`src/rtl/swb_pkg.sv`:
```
package swb_pkg;
  localparam int CH_W   = 2;
  localparam int SMP_W  = 10;
  localparam int FLT_W  = 3;
  localparam int PAY_W  = CH_W + SMP_W + FLT_W;
  localparam int FRM_W  = PAY_W + 3;
  localparam logic LEAD_V = 1'b0;
  localparam logic SYNC_V = 1'b1;

  typedef struct packed {
    logic [CH_W-1:0]  chan;
    logic [SMP_W-1:0] sample;
    logic [FLT_W-1:0] fault;
  } swb_fields_t;

  typedef logic [FRM_W-1:0] swb_frame_t;
endpackage

```
`src/rtl/swb_frame_pack.sv`:
```
module swb_frame_pack
  import swb_pkg::*;
(
  input  swb_fields_t fields,
  output swb_frame_t  frame
);
  logic par;

  // even parity over the whole payload
  assign par   = ^fields;
  assign frame = {LEAD_V, SYNC_V, fields, par};
endmodule

```
`src/rtl/swb_half_timer.sv`:
```
module swb_half_timer #(
  parameter int HALF_CLKS = 1634
) (
  input  logic clk,
  input  logic rst_n,
  input  logic clr,
  input  logic run,
  output logic tick
);
  localparam int CW = (HALF_CLKS > 1) ? $clog2(HALF_CLKS) : 1;
  localparam logic [CW-1:0] LAST = CW'(HALF_CLKS - 1);

  logic [CW-1:0] cnt;

  assign tick = run && (cnt == LAST);

  always_ff @(posedge clk or negedge rst_n) begin
    if (!rst_n)                 cnt <= '0;
    else if (clr || tick || !run) cnt <= '0;
    else                        cnt <= cnt + 1'b1;
  end


  cnt_range_chk: assert property (@(posedge clk) disable iff (!rst_n)
    cnt <= LAST);
endmodule

```
`src/rtl/swb_bit_sequencer.sv`:
```
module swb_bit_sequencer
  import swb_pkg::*;
(
  input  logic       clk,
  input  logic       rst_n,
  input  logic       load,
  input  swb_frame_t frame,
  input  logic       tick,
  output logic       busy,
  output logic       line
);
  localparam int IW = $clog2(FRM_W);
  localparam logic [IW-1:0] LAST_IDX = IW'(FRM_W - 1);

  swb_frame_t    sh;
  logic [IW-1:0] idx;
  logic          phase;

  always_ff @(posedge clk or negedge rst_n) begin
    if (!rst_n) begin
      sh    <= '0;
      idx   <= '0;
      phase <= 1'b0;
      busy  <= 1'b0;
      line  <= 1'b1;
    end else if (load) begin
      sh    <= frame;
      idx   <= '0;
      phase <= 1'b0;
      busy  <= 1'b1;
      line  <= frame[FRM_W-1];
    end else if (busy && tick) begin
      if (!phase) begin
        phase <= 1'b1;
        line  <= ~sh[FRM_W-1];
      end else if (idx == LAST_IDX) begin
        phase <= 1'b0;
        busy  <= 1'b0;
        line  <= 1'b1;
      end else begin
        phase <= 1'b0;
        idx   <= idx + 1'b1;
        sh    <= {sh[FRM_W-2:0], 1'b0};
        line  <= sh[FRM_W-2];
      end
    end
  end


  idle_high_chk: assert property (@(posedge clk) disable iff (!rst_n)
    !busy |-> line);


  half_invert_chk: assert property (@(posedge clk) disable iff (!rst_n)
    (busy && tick && !phase && !load) |=> (line != $past(line)));


  frame_end_chk: assert property (@(posedge clk) disable iff (!rst_n)
    $fell(busy) |-> ($past(idx) == LAST_IDX && $past(phase)));
endmodule

```
`src/rtl/swb_tx.sv`:
```
module swb_tx
  import swb_pkg::*;
#(
  parameter int HALF_CLKS = 1634
) (
  input  logic             clk,
  input  logic             rst_n,
  input  logic             in_valid,
  output logic             in_ready,
  input  logic [CH_W-1:0]  in_chan,
  input  logic [SMP_W-1:0] in_sample,
  input  logic [FLT_W-1:0] in_fault,
  output logic             line_o,
  output logic             busy_o
);
  swb_fields_t fields;
  swb_frame_t  frame;
  logic        fire;
  logic        tick;

  assign in_ready = !busy_o;
  assign fire     = in_valid && in_ready;
  assign fields   = '{chan: in_chan, sample: in_sample, fault: in_fault};

  swb_frame_pack u_pack (
    .fields (fields),
    .frame  (frame)
  );

  swb_half_timer #(.HALF_CLKS(HALF_CLKS)) u_timer (
    .clk   (clk),
    .rst_n (rst_n),
    .clr   (fire),
    .run   (busy_o),
    .tick  (tick)
  );

  swb_bit_sequencer u_seq (
    .clk   (clk),
    .rst_n (rst_n),
    .load  (fire),
    .frame (frame),
    .tick  (tick),
    .busy  (busy_o),
    .line  (line_o)
  );


  start_low_chk: assert property (@(posedge clk) disable iff (!rst_n)
    fire |=> (busy_o && !line_o));


  accept_only_valid_chk: assert property (@(posedge clk) disable iff (!rst_n)
    $rose(busy_o) |-> $past(in_valid));
endmodule

```
`config.mk`:
```
export PLATFORM = sky130hd
export DESIGN_NAME = swb_tx
export DESIGN_NICKNAME = d
export VERILOG_FILES = /design/src/rtl/swb_pkg.sv /design/src/rtl/swb_frame_pack.sv /design/src/rtl/swb_half_timer.sv /design/src/rtl/swb_bit_sequencer.sv /design/src/rtl/swb_tx.sv
export SDC_FILE = /design/constraint.sdc
export NUM_CORES = 1
export LEC_CHECK = 0
export ABC_AREA = 1
export BUFFER_PORTS_ARGS = -buffer_cell sky130_fd_sc_hd__buf_2
export CORE_UTILIZATION = 30
export DETAILED_ROUTE_END_ITERATION = 6
export PLACE_DENSITY = 0.45
export SYNTH_ARGS = -nofsm -noshare
export SYNTH_HDL_FRONTEND = slang
export SYNTH_SLANG_ARGS = --single-unit
```
`constraint.sdc`:
```
create_clock -name clk -period 2.1 [get_ports clk]
set_clock_uncertainty 0.15 [all_clocks]
set_input_delay 0.21 -clock clk [delete_from_list [all_inputs] [get_ports clk]]
set_output_delay 0.21 -clock clk [all_outputs]
set_load 0.01 [all_outputs]
```
; ---- After elaboration in Yosys (flattened, before gate mapping)
; Index checks and enable logic that the tools add are counted.
[totals]
register_bits = 37
out_inout_bits = 3
word_cells = 44
[op_classes]
n_addsub = 2
n_eq_ne = 3
n_mux = 20
bitwise = 1
reduce_logical = 12
[ops]
columns = op, n
row1 = $mux 18, 4
row2 = $mux 5, 4
row3 = $reduce_xor 15->1, 1
row4 = $add 11x1->11 const B, 1
row5 = $eq 11x11->1 const B, 1
row6 = $mux 1, 11
row7 = $mux 11, 1
row8 = $reduce_and 3->1, 2
row9 = $reduce_bool 2->1, 3
row10 = $add 5x1->5 const B, 1
row11 = $eq 5x5->1 const B, 1
row12 = $logic_and 1x1->1, 3
row13 = $logic_or 1x1->1, 2
row14 = $ne 2x2->1 const B, 1
row15 = $logic_not 1->1, 1
row16 = $not 1->1, 1

; ---- Logic depth before layout (Yosys ltp)
[logic_depth]
word_depth = 5
depth_mapped = 11

; ---- Cells and area by module
; A second synthesis with hierarchy kept.
[hier_totals]
hier_cells = 399
hier_area_um2 = 2620.0
[by_module_without_submodules]
columns = mod, instances, cells_per_inst, area_each_um2, seq_area_each_um2
row1 = swb_bit_sequencer, 1, 198, 1448.9, 651.9
row2 = swb_half_timer, 1, 83, 635.6, 275.3
row3 = swb_frame_pack, 1, 115, 521.8, 0.0
row4 = swb_tx, 1, 3, 13.8, 0.0

; ---- Worst setup path after synthesis
; OpenSTA, ideal clock, no wires.
[synth_path]
path_kind = register to register
startpoint = reg u_timer.cnt[1]
endpoint = reg u_seq.sh[0]
setup_ns = 0.118
t_arrival_ns = 1.390
required_ns = 1.832
setup_slack_ns = 0.442
stages_incl_launch_ff = 12
path_buffers = 2
synth_period_minus_slack_ns = 1.658
cell_sequence = dfrtp_1 -> inv_1 -> ha_1 -> nand3_1 -> nor2_2 -> nand4_2 -> nand2_4 -> nand2_2 -> buf_6 -> buf_6 -> nand2_1 -> nand2_1
[synth_via]
elab_chain_len = 5
[synth_lines]
columns = item, line
row1 = "start, declared", swb_half_timer.sv:13  ; logic [CW-1:0] cnt;
row2 = "start signal, assigned", swb_half_timer.sv:20  ; else cnt <= cnt + 1'b1;
row3 = $eq 11x11->1, swb_half_timer.sv:15  ; assign tick = run && (cnt == LAST);
row4 = $logic_and 1x1->1, swb_half_timer.sv:15
row5 = $logic_and 1x1->1, swb_bit_sequencer.sv:32  ; end else if (busy && tick) begin
row6 = $reduce_bool 2->1 (no line), -
row7 = $reduce_and 3->1 (no line), -
row8 = "end signal, assigned", swb_bit_sequencer.sv:27  ; sh <= frame;
row9 = "end signal, assigned", swb_bit_sequencer.sv:43  ; sh <= {sh[FRM_W-2:0], 1'b0};
row10 = "end, declared", swb_bit_sequencer.sv:15  ; swb_frame_t sh;
; Every way passes these cells.
; A chain may end at the register's enable or synchronous reset.

; ---- Worst setup path in the final report
[layout_path]
startpoint = reg u_timer.cnt[0]
endpoint = reg u_seq.sh[9]
; The elaborated chain is that of the path after synthesis.

==> impl_metrics.tcl <==
set metrics [dict create \
    status "finished clean" \
    cts.reportedPaths.clkPinSlew_ns 0.07 \
    crit_path_cell_trace "ha_1, nand3_1, nor2_2, nand4_2, nand2_4, nand2_2, buf_4, nand2_1, o21ai_0" \
    switching_share 0.237 \
    tns_ns 0 \
    fin_ws_ns 0.295 \
    place_inst 406 \
    drt-wirelength-per-cell_um 10.4 \
    fill_cells 756 \
    fin_crit_ns 1.80 \
    hp-class "in2reg" \
    die_x_um 86.5 \
    avgSynthCellArea_um2 7.27 \
    combPwrFrac 0.084 \
    crit_family "simple AND/OR/NAND/NOR gates" \
    area_delta_synth_final_pct 14.3 \
    drv_cap 0 \
    clock_power_share 0.381 \
    grt_max_degree 40 \
    utilization 0.359 \
    gp_congestion 0.689 \
    design.die.area_um2 7490 \
    critPathBufInv 1 \
    slew_headroom 0.672 \
    final_nets 340 \
    clock_latency_ns 0.29 \
    ys_async_sr_fraction 1.00 \
    setup_violations 0 \
    ys_top_cells_by_count "nand2_1, dfrtp_1, o21ai_0" \
    drt_iter0_markers 100 \
    cp_max_fo 39 \
    cts_buffers 5 \
    grt_pass1_wl_mm 7.67 \
    io_pins 21 \
    cts-root-buf "clkbuf_8" \
    synth_top_area_cell "dfrtp_1" \
    clockBufferDepth 2 \
    start_kind "flop" \
    fin_crit_sh 0.859 \
    drcViolationCount 0 \
    switching_power_uw 316 \
    synthCells 295 \
    synth-seq-cells 37 \
    synth_area_leaders "dfrtp_1, nand2_1, o21ai_0" \
    worst-setup-path-type "reg2reg" \
    vias 1826 \
    cp-end-kind "flop" \
    ys_types 27 \
    pwr-share-seq 0.535 \
    synth_flop_cell "dfrtp_1" \
    antenna_found_initial 0 \
    seq_area_um2 927 \
    rsz0062_at_grt "false" \
    power.internal_uw 1020 \
    fp.dieH_um 86.5 \
    port_buffers 20 \
    hpwl_mm 3.11 \
    power_leakage_uw 0.00127 \
    slowest_stage "dfrtp_1" \
    ys_warn_count 0 \
    dpl_worst_slack_ns 0.276 \
    post_cts_resized 0 \
    grt_usage 0.132 \
    synth-edff-count 0 \
    grt_overflow_total 0 \
    clock-sinks 37 \
    post_cts.repair.setup_buffers 0 \
    hold_violations 0 \
    coreArea_um2 6830 \
    synth_area_um2 2140 \
    layout-drive-gt1-share 0.148 \
    syn-num-nets 317 \
    htree_num_levels 2 \
    synthMostInstantiatedCell "nand2_1" \
    cts_tree "built" \
    postCtsHoldBufs 1 \
    required_ns 2.11 \
    grt_pass1_vias 1701 \
    start_util 0.314 \
    seq_area_frac_synth 0.433 \
    final_cells 414 \
    num_antenna_cells 0 \
    crit_arrival_ns 1.82 \
    final_max_slew_viol_count 0 \
    viasPerCell 4.41 \
    yosysTopAreaCellShare 0.420 \
    wl_mm 4.31 \
    p_total_uw 1330 \
    p_per_area_nw_per_um2 543 \
    peakVddDrop_v 0.000192 \
    clock.fmax_ghz 0.554 \
    multi_input_area_um2 1060 \
    ant_nets 0 \
    drt-pass1-iter-count 4 \
    worstMarginPinSlew_ns 0.492 \
    max_stage_delay_ns 0.44 \
    rows 30 \
]
## metal layers
| metal | global-route usage | share of wire | vias to the layer above |
|---|---|---|---|
| met5 | 0 | 0 | - |
| met4 | 0.0545 | 0.022 | 0 |
| met3 | 0.0267 | 0.031 | 8 |
| met2 | 0.225 | 0.47 | 28 |
| met1 | 0.162 | 0.47 | 818 |
| li1 | - | - | 972 |
## worst paths after layout
kind | startpoint | endpoint | slack [ns] | cells after the start
setup / recovery | u_timer.cnt[0] | u_seq.sh[9] | 0.30 | 9
hold / removal | in_valid | u_seq.busy | 0.14 | 3
setup reg to reg | u_timer.cnt[0] | u_seq.sh[9] | 0.30 | 9
hold reg to reg | u_seq.sh[3] | u_seq.sh[3] | 0.33 | 2
max in group asynchronous | rst_n | u_seq.line | 0.98 | 3
min in group asynchronous | rst_n | u_seq.sh[16] | 0.27 | 2
## flip-flops by register name, summed over array words and instances (netlist names)
signal and cells:
u_seq.idx 5, u_seq.phase 1, u_timer.cnt 11, u_seq.sh 18, u_seq.busy 1, u_seq.line 1
## cells by family (layout without fill, tap and decap cells)
logic type | Yosys count | in the layout | share of synthesized area
and+or+nand+nor | 174 | 174 | 0.346
DFF | 37 | 37 | 0.433
buffers and inverters | 36 | 59 | 0.0718
xor gates and xnor gates | 10 | 10 | 0.0409
adders and majority gates | 4 | 4 | 0.0234
AOI/OAI and AO/OA | 34 | 34 | 0.0858
## cell usage in the layout (no fill, tap or decap)
cell	instances
a21oi_1	4
buf_12	1
buf_2	20
buf_4	3
clkbuf_1	1
clkbuf_8	6
dfrtp_1	36
dfstp_2	1
dlygate4sd3_1	1
ha_1	4
inv_1	23
inv_2	4
nand2_1	119
nand2_2	1
nand2_4	2
nand3_1	23
nand4_1	1
nand4_2	1
nor2_1	13
nor2_2	1
nor3_1	6
nor3b_1	2
nor4_1	1
o21ai_0	25
o21ai_1	1
o21ai_2	3
o21bai_1	1
or2_2	4
xnor2_1	3
xor2_1	7
## power groups by stage
stage | Combinational (uW) | Sequential (uW) | Clock, uW
6_report | 112 | 712 | 507
2_1_floorplan | 58.1 | 726 | 0
4_1_cts | 116 | 712 | 534
3_5_place_dp | 114 | 726 | 0
3_3_place_gp | 111 | 726 | 0
5_1_grt | 134 | 712 | 561
## worst min-delay path, cell delays in order
cell     delay [ns]
buf_2          0.10
nand2_4        0.12
nand3_1        0.11
## cell type report
cell class | count | share of cell area
Tap cell | 96 | 0.0490
Multi-Input combinational cell | 222 | 0.434
Inverter | 27 | 0.0414
Clock buffer | 7 | 0.0352
Sequential cell | 37 | 0.378
Timing Repair Buffer | 25 | 0.0623
## through the flow
stage | area, um^2 | hold WS, ns
2_1_floorplan | 2140 | -0.236
3_3_place_gp | 2350 | 0.0612
3_5_place_dp | 2350 | 0.0640
4_1_cts | 2450 | 0.137
5_1_grt | 2450 | 0.154
6_report | 2450 | 0.137
Power figures use the tool's default switching activity.
